File: src/rtl/ptb_pkg.sv
package ptb_pkg;

    // Register addresses on the write/read port
    localparam int ADDR_W        = 2;
    localparam logic [ADDR_W-1:0] A_CTRL = 2'd0;
    localparam logic [ADDR_W-1:0] A_PRD  = 2'd1;
    localparam logic [ADDR_W-1:0] A_SHD  = 2'd2;
    localparam logic [ADDR_W-1:0] A_CNT  = 2'd3;

    // Control word layout (positions are decoded by software)
    localparam int MODE_LSB = 0;
    localparam int MODE_W   = 2;
    localparam int IMM_BIT  = 3;
    localparam int HS_LSB   = 7;
    localparam int HS_W     = 3;
    localparam int DV_LSB   = 10;
    localparam int DV_W     = 3;

    typedef enum logic [MODE_W-1:0] {
        MODE_UP   = 2'b00,
        MODE_DOWN = 2'b01,
        MODE_UPDN = 2'b10,
        MODE_HOLD = 2'b11
    } ptb_mode_e;

    typedef enum logic [1:0] {
        ST_IDLE = 2'd0,
        ST_RISE = 2'd1,
        ST_FALL = 2'd2
    } ptb_state_e;

endpackage

File: src/rtl/ptb_prescaler.sv
module ptb_prescaler
    import ptb_pkg::*;
(
    input  logic            clk,
    input  logic            rst_n,
    input  logic            restart,
    input  logic [HS_W-1:0] hs_idx,
    input  logic [DV_W-1:0] dv_idx,
    output logic            tick
);

    // Widest factor: 2*(2^HS_W-1) * 2^(2^DV_W-1)
    localparam int PS_W = HS_W + 1 + (2**DV_W - 1);

    logic [HS_W:0]   hs_fac;
    logic [PS_W-1:0] factor;
    logic [PS_W-1:0] div_q;
    logic            wrap;

    // First stage: 1 for index 0, otherwise twice the index
    always_comb begin
        if (hs_idx == '0) begin
            hs_fac = (HS_W+1)'(1);
        end else begin
            hs_fac = {hs_idx, 1'b0};
        end
        factor = PS_W'(hs_fac) << dv_idx;
    end

    // >= keeps the divider safe when the factor shrinks mid-count
    assign wrap = (div_q >= (factor - 1'b1));
    assign tick = wrap && !restart;

    always_ff @(posedge clk or negedge rst_n) begin
        if (!rst_n) begin
            div_q <= '0;
        end else if (restart || wrap) begin
            div_q <= '0;
        end else begin
            div_q <= div_q + 1'b1;
        end
    end

endmodule

File: src/rtl/ptb_counter.sv
module ptb_counter
    import ptb_pkg::*;
#(
    parameter int CNT_W = 16
) (
    input  logic             clk,
    input  logic             rst_n,
    input  logic             tick,
    input  ptb_mode_e        mode,
    input  logic [CNT_W-1:0] prd,
    output logic [CNT_W-1:0] count,
    output logic             zero_evt,
    output logic             period_evt,
    output logic             reach_zero
);

    ptb_state_e       state_q, state_d;
    logic [CNT_W-1:0] cnt_q, cnt_d;
    logic             run;

    assign run = (mode != MODE_HOLD);

    // Next direction and next count for the coming tick
    always_comb begin
        state_d = state_q;
        cnt_d   = cnt_q;
        unique case (mode)
            MODE_UP: begin
                state_d = ST_RISE;
                cnt_d   = (cnt_q >= prd) ? '0 : cnt_q + 1'b1;
            end
            MODE_DOWN: begin
                state_d = ST_FALL;
                cnt_d   = (cnt_q == '0) ? prd : cnt_q - 1'b1;
            end
            MODE_UPDN: begin
                unique case (state_q)
                    ST_FALL: begin
                        if (cnt_q == '0) begin
                            state_d = ST_RISE;
                            cnt_d   = (prd == '0) ? '0 : CNT_W'(1);
                        end else begin
                            cnt_d   = cnt_q - 1'b1;
                        end
                    end
                    default: begin
                        // ST_IDLE behaves as ST_RISE
                        if (cnt_q >= prd) begin
                            state_d = ST_FALL;
                            cnt_d   = (cnt_q == '0) ? '0 : cnt_q - 1'b1;
                        end else begin
                            state_d = ST_RISE;
                            cnt_d   = cnt_q + 1'b1;
                        end
                    end
                endcase
            end
            default: begin
                state_d = ST_IDLE;
            end
        endcase
    end

    // State register
    always_ff @(posedge clk or negedge rst_n) begin
        if (!rst_n) begin
            state_q <= ST_IDLE;
        end else if (tick) begin
            state_q <= state_d;
        end
    end

    // Outputs: count and event strobes
    always_ff @(posedge clk or negedge rst_n) begin
        if (!rst_n) begin
            cnt_q      <= '0;
            zero_evt   <= 1'b0;
            period_evt <= 1'b0;
        end else if (tick) begin
            cnt_q      <= cnt_d;
            zero_evt   <= run && (cnt_d == '0);
            period_evt <= run && (cnt_d == prd);
        end else begin
            zero_evt   <= 1'b0;
            period_evt <= 1'b0;
        end
    end

    assign count      = cnt_q;
    assign reach_zero = tick && run && (cnt_d == '0);

endmodule

File: src/rtl/ptb_regs.sv
module ptb_regs
    import ptb_pkg::*;
#(
    parameter int CNT_W = 16
) (
    input  logic              clk,
    input  logic              rst_n,
    input  logic              wr_en,
    input  logic [ADDR_W-1:0] wr_addr,
    input  logic [CNT_W-1:0]  wr_data,
    input  logic              reach_zero,
    output ptb_mode_e         mode,
    output logic [HS_W-1:0]   hs_idx,
    output logic [DV_W-1:0]   dv_idx,
    output logic              restart,
    output logic [CNT_W-1:0]  prd_act,
    output logic [CNT_W-1:0]  prd_shd,
    output logic [CNT_W-1:0]  ctrl_word
);

    logic imm_q;
    logic wr_ctrl;
    logic wr_prd;

    assign wr_ctrl = wr_en && (wr_addr == A_CTRL);
    assign wr_prd  = wr_en && (wr_addr == A_PRD);
    assign restart = wr_ctrl;

    // Control fields
    always_ff @(posedge clk or negedge rst_n) begin
        if (!rst_n) begin
            mode   <= MODE_HOLD;
            imm_q  <= 1'b0;
            hs_idx <= '0;
            dv_idx <= '0;
        end else if (wr_ctrl) begin
            mode   <= ptb_mode_e'(wr_data[MODE_LSB +: MODE_W]);
            imm_q  <= wr_data[IMM_BIT];
            hs_idx <= wr_data[HS_LSB +: HS_W];
            dv_idx <= wr_data[DV_LSB +: DV_W];
        end
    end

    // Active period: immediate write, or shadow copy at zero
    always_ff @(posedge clk or negedge rst_n) begin
        if (!rst_n) begin
            prd_act <= '0;
        end else if (imm_q) begin
            if (wr_prd) begin
                prd_act <= wr_data;
            end
        end else if (reach_zero) begin
            prd_act <= prd_shd;
        end
    end

    // Shadow period: written only in shadow load mode
    always_ff @(posedge clk or negedge rst_n) begin
        if (!rst_n) begin
            prd_shd <= '0;
        end else if (wr_prd && !imm_q) begin
            prd_shd <= wr_data;
        end
    end

    always_comb begin
        ctrl_word                        = '0;
        ctrl_word[MODE_LSB +: MODE_W]    = mode;
        ctrl_word[IMM_BIT]               = imm_q;
        ctrl_word[HS_LSB +: HS_W]        = hs_idx;
        ctrl_word[DV_LSB +: DV_W]        = dv_idx;
    end

endmodule

File: src/rtl/pwm_timebase.sv
module pwm_timebase
    import ptb_pkg::*;
#(
    parameter int CNT_W = 16
) (
    input  logic              clk,
    input  logic              rst_n,
    input  logic              wr_en,
    input  logic [ADDR_W-1:0] wr_addr,
    input  logic [CNT_W-1:0]  wr_data,
    input  logic [ADDR_W-1:0] rd_addr,
    output logic [CNT_W-1:0]  rd_data,
    output logic [CNT_W-1:0]  count_out,
    output logic              zero_evt,
    output logic              period_evt
);

    ptb_mode_e        mode_w;
    logic [HS_W-1:0]  hs_w;
    logic [DV_W-1:0]  dv_w;
    logic             restart_w;
    logic             tick_w;
    logic             reach_zero_w;
    logic [CNT_W-1:0] prd_act_w;
    logic [CNT_W-1:0] prd_shd_w;
    logic [CNT_W-1:0] ctrl_w;

    ptb_regs #(.CNT_W(CNT_W)) u_regs (
        .clk        (clk),
        .rst_n      (rst_n),
        .wr_en      (wr_en),
        .wr_addr    (wr_addr),
        .wr_data    (wr_data),
        .reach_zero (reach_zero_w),
        .mode       (mode_w),
        .hs_idx     (hs_w),
        .dv_idx     (dv_w),
        .restart    (restart_w),
        .prd_act    (prd_act_w),
        .prd_shd    (prd_shd_w),
        .ctrl_word  (ctrl_w)
    );

    ptb_prescaler u_presc (
        .clk     (clk),
        .rst_n   (rst_n),
        .restart (restart_w),
        .hs_idx  (hs_w),
        .dv_idx  (dv_w),
        .tick    (tick_w)
    );

    ptb_counter #(.CNT_W(CNT_W)) u_cnt (
        .clk        (clk),
        .rst_n      (rst_n),
        .tick       (tick_w),
        .mode       (mode_w),
        .prd        (prd_act_w),
        .count      (count_out),
        .zero_evt   (zero_evt),
        .period_evt (period_evt),
        .reach_zero (reach_zero_w)
    );

    // Read mux
    always_comb begin
        unique case (rd_addr)
            A_CTRL:  rd_data = ctrl_w;
            A_PRD:   rd_data = prd_act_w;
            A_SHD:   rd_data = prd_shd_w;
            default: rd_data = count_out;
        endcase
    end

endmodule

File: config.mk
export PLATFORM = sky130hd
export DESIGN_NAME = pwm_timebase
export DESIGN_NICKNAME = d
export VERILOG_FILES = /design/src/rtl/ptb_pkg.sv /design/src/rtl/ptb_prescaler.sv /design/src/rtl/ptb_counter.sv /design/src/rtl/ptb_regs.sv /design/src/rtl/pwm_timebase.sv
export SDC_FILE = /design/constraint.sdc
export NUM_CORES = 1
export LEC_CHECK = 0
export ABC_AREA = 1
export BUFFER_PORTS_ARGS = -buffer_cell sky130_fd_sc_hd__buf_2
export CAP_MARGIN = 0
export CORE_UTILIZATION = 55
export CTS_CLUSTER_SIZE = 16
export DETAILED_ROUTE_END_ITERATION = 10
export PLACE_DENSITY_LB_ADDON = 0.08
export SETUP_SLACK_MARGIN = 0.15
export SYNTH_ARGS = -nofsm -noshare
export SYNTH_HDL_FRONTEND = slang
export SYNTH_SLANG_ARGS = --single-unit
File: constraint.sdc
create_clock -name clk -period 5.4 [get_ports clk]
set_input_delay 0.54 -clock clk [delete_from_list [all_inputs] [get_ports clk]]
set_output_delay 0.54 -clock clk [all_outputs]
set_load 0.05 [all_outputs]
### Yosys cells after proc, flatten, opt, wreduce, memory -nomap -nowiden

Cells that the tools add are included.

| word-level totals | value |
|---|---|
| logic and storage cells | 69 |
| input port bits | 23 |
| register bits | 72 |
| output and inout bits | 34 |

| cells by class | value |
|---|---|
| equal/unequal tests | 10 |
| shifts and indexed selects | 1 |
| reduce and logical (&&, ||, !) cells | 21 |
| multiplexer cells | 20 |
| add/sub/neg operators | 4 |
| order comparisons | 2 |

Operators by type and width:

| cell | count |
|---|---|
| 16-bit 2-to-1 mux | 9 |
| 16-bit one-hot mux with 3 select lines | 2 |
| 16-bit logical NOT | 3 |
| 16-bit by 1-bit adder with 16-bit output (second input constant) | 1 |
| 16-bit == test | 1 |
| 16-bit greater-or-equal comparator | 1 |
| 16-bit by 1-bit subtractor with 16-bit output (second input constant) | 1 |
| 11-bit by 1-bit adder with 11-bit output (second input constant) | 1 |
| 11-bit greater-or-equal comparator | 1 |
| 11-bit 2-to-1 mux | 1 |
| 4-bit by 3-bit left shift with 11-bit output | 1 |
| 11-bit by 1-bit subtractor with 11-bit output (second input constant) | 1 |
| 1-bit logical AND | 8 |
| 2-bit by 1-bit == test with 1-bit output (second input constant) | 3 |
| 2-bit == test (second input constant) | 3 |
| 2-bit logical NOT | 3 |
| 2-bit 2-to-1 mux | 3 |
| 2-bit one-hot mux with 3 select lines | 1 |
| 4-bit 2-to-1 mux | 1 |
| 2-bit != test (second input constant) | 2 |
| 2-bit AND reduction | 2 |
| 3-bit logical NOT | 1 |
| 1-bit 2-to-1 mux | 3 |
| 3-bit by 2-bit != test with 1-bit output (second input constant) | 1 |
| 3 further kinds | 4 |

### Logic depth before layout (Yosys ltp)

Gate-level depths: netlist of the first run.

| depth | value |
|---|---|
| word-level depth | 10 |
| gate-level depth with buffers | 27 |
| depth with buffers taken out | 26 |

### Cells and area by module

Synthesis of the first run repeated with hierarchy kept, for this count alone.

| unflattened totals | value |
|---|---|
| cell total of the unflattened synthesis | 1145 |
| area total of the unflattened synthesis | 7333.3 µm² |

Modules (own cells, without submodules):

| module | area an instance (µm²) | seq. area each (µm²) | cells each | times used |
|---|---|---|---|---|
| ptb_counter | 3500.9 | 500.5 | 606 | 1 |
| ptb_regs | 1996.9 | 1028.5 | 251 | 1 |
| ptb_prescaler | 1311.3 | 275.3 | 194 | 1 |
| pwm_timebase | 524.3 | 0.0 | 94 | 1 |

### Least setup slack after synthesis of the first run

No wires, ideal clock.

| timing | value |
|---|---|
| path type | flip-flop to flip-flop |
| from | register u_regs.dv_idx[0] |
| to | register u_regs.prd_act[4] |
| cell stages (with the launch flop) | 24 |
| data arrival time | 3716 ps |
| required time | 5283 ps |
| clock period less this slack | 3833 ps |
| setup time | 117 ps |
| slack | 1567 ps |
| buffers on the path | 1 |
| cells stage by stage | dfrtp_1 -> inv_1 -> o21ai_0 -> nor2_1 -> o21ai_0 -> nand2_1 -> nor3_1 -> nor3b_1 -> xnor2_1 -> ha_1 -> nand2_1 -> nor4b_1 -> nand2_1 -> nand4_1 -> nand2_1 -> nor2_2 -> nand3_2 -> nor2_2 -> nand2_2 -> nor2_4 -> nand3_4 -> buf_4 -> nand3_1 -> nand2_1 |

| between the ends | value |
|---|---|
| longest elaborated chain between the ends | 8 |

RTL lines:

| what | RTL line | source |
|---|---|---|
| from (decl) | ptb_regs.sv:14 | `output logic [DV_W-1:0] dv_idx,` |
| from (signal assigned) | ptb_regs.sv:40 | `dv_idx <= wr_data[DV_LSB +: DV_W];` |
| 4-bit by 3-bit left shift with 11-bit output | ptb_prescaler.sv:27 | `factor = PS_W'(hs_fac) << dv_idx;` |
| 11-bit by 1-bit subtractor with 11-bit output | ptb_prescaler.sv:31 | `assign wrap = (div_q >= (factor - 1'b1));` |
| 11-bit greater-or-equal comparator | ptb_prescaler.sv:31 |  |
| 1-bit logical AND | ptb_prescaler.sv:32 | `assign tick = wrap && !restart;` |
| 1-bit logical AND (2 in series) | ptb_counter.sv:90 | `assign reach_zero = tick && run && (cnt_d == '0);` |
| 2-bit nonzero test (no line) | -- |  |
| 2-bit AND reduction (no line) | -- |  |
| to (signal assigned) | ptb_regs.sv:50 | `prd_act <= wr_data;` |
| to (signal assigned) | ptb_regs.sv:53 | `prd_act <= prd_shd;` |
| to (decl) | ptb_regs.sv:16 | `output logic [CNT_W-1:0] prd_act,` |

Every way passes these cells.
A chain may end at the register's enable or synchronous reset.

### Worst setup path in the final report of the first run

Ends and elaborated chain as after synthesis.

==> impl_metrics.env, run 1 <==
export IMPL_fin_util_pct=61.43
export IMPL_die_area_sq_mm=0.01237
export IMPL_fmax_ghz=0.2268
export IMPL_antenna_found_initial=0
export IMPL_cp_arrival_ps=4670
export IMPL_ys_flop_type="dfrtp_1"
export IMPL_synth_edf_count=0
export IMPL_crit_path_start_kind="flip-flop"
export IMPL_tightest_slew_ps=1087
export IMPL_layout_drive_gt1_share_pct=13.96
export IMPL_drv_slew=0
export IMPL_ys_seq_elements=72
export IMPL_final_seq_area_sq_mm=0.001804
export IMPL_first_pass_iters=8
export IMPL_grt_first_pass_wirelength_mm=31.12
export IMPL_first_iter_violations=494
export IMPL_powerDensity_mw_per_mm2=567.6
export IMPL_h_tree_depth=3
export IMPL_power_uw=4015
export IMPL_period_minus_slack_ps=4408
export IMPL_final_common_cell="nand2_1"
export IMPL_status="complete, but fails checks"
export IMPL_power_leakage_uw=0.003552
export IMPL_fin_crit_sh_pct=81.64
export IMPL_place_congestion=0.9590
export IMPL_viasPerCell=5.722
export IMPL_drt_total_wl_mm=19.23
export IMPL_clock_latency_ps=330
export IMPL_postCtsSetupBuffers=0
export IMPL_fin_area_sq_mm=0.007074
export IMPL_grt_overflow_total=0
export IMPL_hold_class="in -> async"
export IMPL_die_w_um=111.2
export IMPL_avgSynthCellArea_sq_um=6.703
export IMPL_drc=3
export IMPL_cts_max_path_buffers=2
export IMPL_worstPathMaxFanout=23
export IMPL_postRouteAntennaNets=0
export IMPL_synth_cell_types=49
export IMPL_post_cts_resize_count=0
export IMPL_cts_root_buf="clkbuf_16"
export IMPL_yosysWarnings=0
export IMPL_synth_nets=1033
export IMPL_placed_cell_area_sq_mm=0.006809
export IMPL_slew_headroom_pct=27.24
export IMPL_n_fill_cell=1156
export IMPL_synthToLayoutAreaGrowth_pct=7.798
export IMPL_start_util_pct=56.99
export IMPL_coreArea_sq_mm=0.01152
export IMPL_clock_skew_ps=6.793
export IMPL_ios=57
export IMPL_grtUsageTotal_pct=32.02
export IMPL_multi_input_area_sq_mm=0.004058
export IMPL_cts_buffers=9
export IMPL_mappedNetlistArea_sq_mm=0.006563
export IMPL_finalSetupViolations=0
export IMPL_layout_common_cells="nand2_1 (277), inv_1 (105), o21ai_0 (74), nor2_1 (74)"
export IMPL_cp_required_ps=5670
export IMPL_nets=1066
export IMPL_grt_start_max_net_pins=73
export IMPL_finalHoldViolCount=0
export IMPL_io_buffers=56
export IMPL_cts_clk_slew_worst_paths_ps=60
export IMPL_hpwl_mm=14.76
export IMPL_irDropWorstVdd_mv=0.2641
export IMPL_vias=6637
export IMPL_async_flop_share_pct=100.0
export IMPL_first_global_vias=6088
export IMPL_yosysSeqAreaShare_pct=27.49
export IMPL_cap_violations=0
export IMPL_violations="design-rule violations"
export IMPL_timing_setup_tns_ps=0
export IMPL_diodes=0
export IMPL_grt_setup_unrepaired="false"
export IMPL_wl_per_cell_um=16.58
export IMPL_cts_sinks=72
export IMPL_critPathKind="reg -> reg"
export IMPL_cts_tree="done"
export IMPL_fp_dieH_um=111.2
export IMPL_synth_cells=979
export IMPL_rows=39
export IMPL_cp_end_kind="flip-flop"
export IMPL_hold_buffers=0
synth_stat cells, types with 6 or more instances:
| library cell | n | area share (%) |
|---|---|---|
| buf_2 | 7 | 0.53 |
| xnor2_1 | 7 | 0.93 |
| xor2_1 | 19 | 2.5 |
| nor2_2 | 9 | 0.86 |
| o22ai_1 | 8 | 0.76 |
| nor2_1 | 74 | 4.2 |
| nand3_1 | 70 | 5.3 |
| o221ai_1 | 7 | 0.93 |
| o21ai_0 | 74 | 5.6 |
| nand2_1 | 277 | 16 |
| nand2_2 | 11 | 1.0 |
| nand4_1 | 40 | 3.8 |
| nor3b_1 | 6 | 0.69 |
| buf_6 | 9 | 1.5 |
| clkbuf_1 | 16 | 0.92 |
| o21ai_1 | 8 | 0.61 |
| ha_1 | 31 | 5.9 |
| a21oi_1 | 36 | 2.7 |
| o211ai_1 | 6 | 0.69 |
| dfrtp_1 | 70 | 27 |
| inv_2 | 9 | 0.51 |
| nor3_1 | 11 | 0.84 |
| inv_1 | 105 | 6.0 |
| nor2_4 | 15 | 2.6 |
kinds of logic (layout without fill, tap and decap cells):
logic type	after synthesis	after routing	share of synthesized area (%)
flip-flops	72	72	27.49
multiplexers	3	3	0.4766
AND/OR/NAND/NOR	538	538	38.86
adder cells (fa/ha/maj)	31	31	5.910
XOR/XNOR	26	26	3.470
AO/OA/AOI/OAI	151	151	13.12
buffers and inverters	158	196	10.68
final timing paths:
path	start	to	slack, ps	cells past startpoint
setup / recovery	u_regs.dv_idx[0]	u_regs.prd_act[4]	990	24
hold / removal	rst_n	u_presc.div_q[4]	330	1
setup reg to reg	u_regs.dv_idx[0]	u_regs.prd_act[4]	990	24
hold reg to reg	u_presc.div_q[0]	u_presc.div_q[0]	480	1
max in group asynchronous	rst_n	u_cnt.count[10]	4470	1
min in group clk	wr_data[8]	u_regs.hs_idx[1]	430	3
worst max-delay path: stages, from the launching register on:
cell and delay (ps):
dfrtp_1 430, inv_1 100, o21ai_0 240, nor2_1 90, o21ai_0 400, nand2_1 90, nor3_1 290, nor3b_1 270
xnor2_1 100, ha_1 300, nand2_1 80, nor4b_1 300, nand2_1 90, nand4_1 110, nand2_1 60, buf_4 210
nor2_2 140, nand3_2 110, nor2_2 120, nand2_2 90, nor2_4 120, nand3_4 210, nand2_4 240, nand2_1 90
nand2_1 60
per-stage QoR:
step	hold slack (ps)	std cells	setup slack, ps
after floorplan	244.4	979	1567
after CTS	380.4	1160	1000
after global routing	423.4	1160	504.3
after detailed placement	481.9	1144	1044
final	327.7	1160	991.6
after global placement	476.2	1144	1229
report_power, final:
part	internal [uW]	switching, uW	total, uW
clock network	325	223	547
registers	700	320	1020
logic	747	1700	2450
total	1770	2240	4020
layout make-up:
type                    instances  area share [%]
multi-input cells             749           57.36
flip-flops and latches         72           25.50
inverters                     120           6.438
clock buffers                  15           3.643
well taps                     143           2.529
clock inverters                 1          0.1061
repair buffers                 60           4.422
registers in the layout (all words and copies together), names as in the netlist:
signal            count
u_cnt.period_evt      1
u_cnt.zero_evt        1
u_presc.div_q        11
u_cnt.count          16
u_regs.prd_act       16
u_cnt.state_q         2
u_regs.mode           2
u_regs.hs_idx         3
u_regs.prd_shd       16
u_regs.imm_q          1
u_regs.dv_idx         3
routing by layer:
layer | GRT usage (%) | vias to the layer above | routed length [um]
li1 | - | 3296 | -
met4 | 12.61 | 0 | 607
met2 | 53.37 | 246 | 9232
met1 | 41.51 | 3053 | 8082
met5 | 0 | - | 0
met3 | 5.085 | 42 | 1304
Power figures use the tool's default switching activity.
==> run 2: changes to the inputs <==
Clock period 5.4 ns to 4.45 ns, I/O delays scaled along.
==> run 2 against run 1 <==
Net effect:
- clock power is 39% higher
- hold slack got worse by 83 ps
- core utilization rose by 1.4 points
- routed wire length rose by 5.8%
- non-clock buffer count is 11 higher
- the run still ends with design-rule violations left
- combinational power is 29% higher
- sequential share of layout area fell by 0.58 points
- via count grew 1.5%
- global-route usage increased by 2.0 points
==> impl_metrics.env, run 2 (same netlist as run 1, synthesis figures left out) <==
export IMPL_status="complete, but fails checks"
export IMPL_violations="design-rule violations"
export IMPL_fin_util_pct=62.85
export IMPL_vias=6738
export IMPL_wl_per_cell_um=17.35
export IMPL_powerDensity_mw_per_mm2=703.1
export IMPL_nets=1079
export IMPL_first_iter_violations=605
export IMPL_ios=57
export IMPL_first_pass_iters=8
export IMPL_cts_clk_slew_worst_paths_ps=70
export IMPL_hpwl_mm=15.10
export IMPL_drc=2
export IMPL_r2r_setup_slack_ps=440
export IMPL_cp_top_family="simple AND/OR/NAND/NOR gates"
export IMPL_cap_violations=0
export IMPL_startpoint="u_regs.hs_idx[0]"
export IMPL_first_global_vias=6293
export IMPL_cts_sinks=72
export IMPL_rr_startpoint="u_regs.hs_idx[0]"
export IMPL_drt_total_wl_mm=20.35
export IMPL_crit_path_end="u_regs.prd_act[1]"
export IMPL_postRouteAntennaNets=0
export IMPL_n_fill_cell=1121
export IMPL_finalHoldViolCount=0
export IMPL_post_cts_resize_count=0
export IMPL_r2r_end="u_regs.prd_act[1]"
export IMPL_cts_buffers=9
export IMPL_period_minus_slack_ps=4007
export IMPL_synthToLayoutAreaGrowth_pct=10.30
export IMPL_cp_end_kind="flip-flop"
export IMPL_layout_common_cells="nand2_1 (277), inv_1 (105), nor2_1 (74)"
export IMPL_fmax_ghz=0.2496
export IMPL_postCtsSetupBuffers=0
export IMPL_worstPathMaxFanout=9
export IMPL_h_tree_depth=3
export IMPL_timing_setup_tns_ps=0
export IMPL_clock_skew_ps=11.89
export IMPL_hold_buffers=0
export IMPL_grt_start_max_net_pins=73
export IMPL_diodes=0
export IMPL_cts_tree="done"
export IMPL_irDropWorstVdd_mv=0.2881
export IMPL_hold_class="in -> async"
export IMPL_tightest_slew_ps=966.5
export IMPL_cp_arrival_ps=4290
export IMPL_drv_slew=0
export IMPL_cp_slowest_cell="dfrtp_1"
export IMPL_place_congestion=0.9903
export IMPL_grt_setup_unrepaired="false"
export IMPL_fp_dieH_um=111.2
export IMPL_antenna_found_initial=0
export IMPL_power_leakage_uw=0.003635
export IMPL_path_buf_inv=0
export IMPL_rows=39
export IMPL_cp_slowest_stage_delay_ps=410
export IMPL_cpMostUsedCell="nand2_1"
export IMPL_finalSetupViolations=0
export IMPL_clock_latency_ps=350
export IMPL_path_depth=24
export IMPL_coreArea_sq_mm=0.01152
export IMPL_cp_required_ps=4730
export IMPL_layout_drive_gt1_share_pct=15.73
export IMPL_grtUsageTotal_pct=34.04
export IMPL_crit_chain="nor3_1, nand2_1, o21ai_0, nand2_1, and3_1, nand3_1, nand3b_1, nor3_1, xnor2_1, ha_1, nand2_1, nor4b_2, nand2_1, nand4_1, nand2_1, nor2_2, nand3_2, nor2_2, nand2_2, nor2_4, nand3_4, nand2_4, nand2_1, nand2_1"
export IMPL_ff2ff_path_depth=24
export IMPL_slew_headroom_pct=35.41
export IMPL_final_common_cell="nand2_1"
export IMPL_io_buffers=56
export IMPL_critPathKind="reg -> reg"
export IMPL_grt_overflow_total=0
export IMPL_die_area_sq_mm=0.01237
export IMPL_viasPerCell=5.744
export IMPL_grt_first_pass_wirelength_mm=32.48
export IMPL_die_w_um=111.2
export IMPL_crit_path_start_kind="flip-flop"
export IMPL_cts_max_path_buffers=2
export IMPL_fin_crit_sh_pct=90.04
export IMPL_cts_root_buf="clkbuf_16"
export IMPL_start_util_pct=56.99
==> run 2: power by group <==
part	switching, uW	leakage, uW	internal [uW]
clock network	309	0.000138	449
logic	2200	0.00261	972
registers	307	0.000889	850
==> run 2: final cells by class <==
type / count / area [sq um] / share of cell area [%]
inverters: 120 / 455.4 / 6.292
clock buffers: 11 / 242.7 / 3.354
multi-input cells: 751 / 4104 / 56.70
clock inverters: 5 / 57.56 / 0.7952
flip-flops and latches: 72 / 1804 / 24.93
well taps: 143 / 178.9 / 2.472
repair buffers: 71 / 395.4 / 5.462
==> run 2: how the worst min path moves through the flow <==
stage / startpoint / end / slack, ps / cells after the start
floorplan: rst_n / u_cnt.count[0] / 150 / 0
global placement: u_presc.div_q[0] / u_presc.div_q[0] / 480 / 1
detailed placement: u_presc.div_q[0] / u_presc.div_q[0] / 490 / 1
CTS: rst_n / u_presc.div_q[3] / 290 / 1
global route: rst_n / u_presc.div_q[6] / 330 / 1
finish: rst_n / u_presc.div_q[3] / 240 / 1
==> run 2: metrics by stage <==
stage          power (uW)  cells  area (sq um)  hold slack (ps)  setup WS [ps]
6_report             5089   1173          7238            244.4          443.1
5_1_grt              5467   1173          7238            325.7          76.58
4_1_cts              5024   1171          7192            288.1          291.8
3_5_place_dp         4252   1155          6892            486.7          336.8
3_3_place_gp         4244   1155          6892            480.9          509.8
2_1_floorplan        3489    979          6563            149.4          617.5
==> run 2: per-layer routing <==
metal | vias to the layer above | GRT usage, % | routed length, um
li1 | 3327 | - | -
met1 | 3076 | 44.40 | 8556
met2 | 281 | 55.29 | 9534
met3 | 54 | 3.773 | 1429
met4 | 0 | 18.47 | 827
met5 | - | 0 | 0
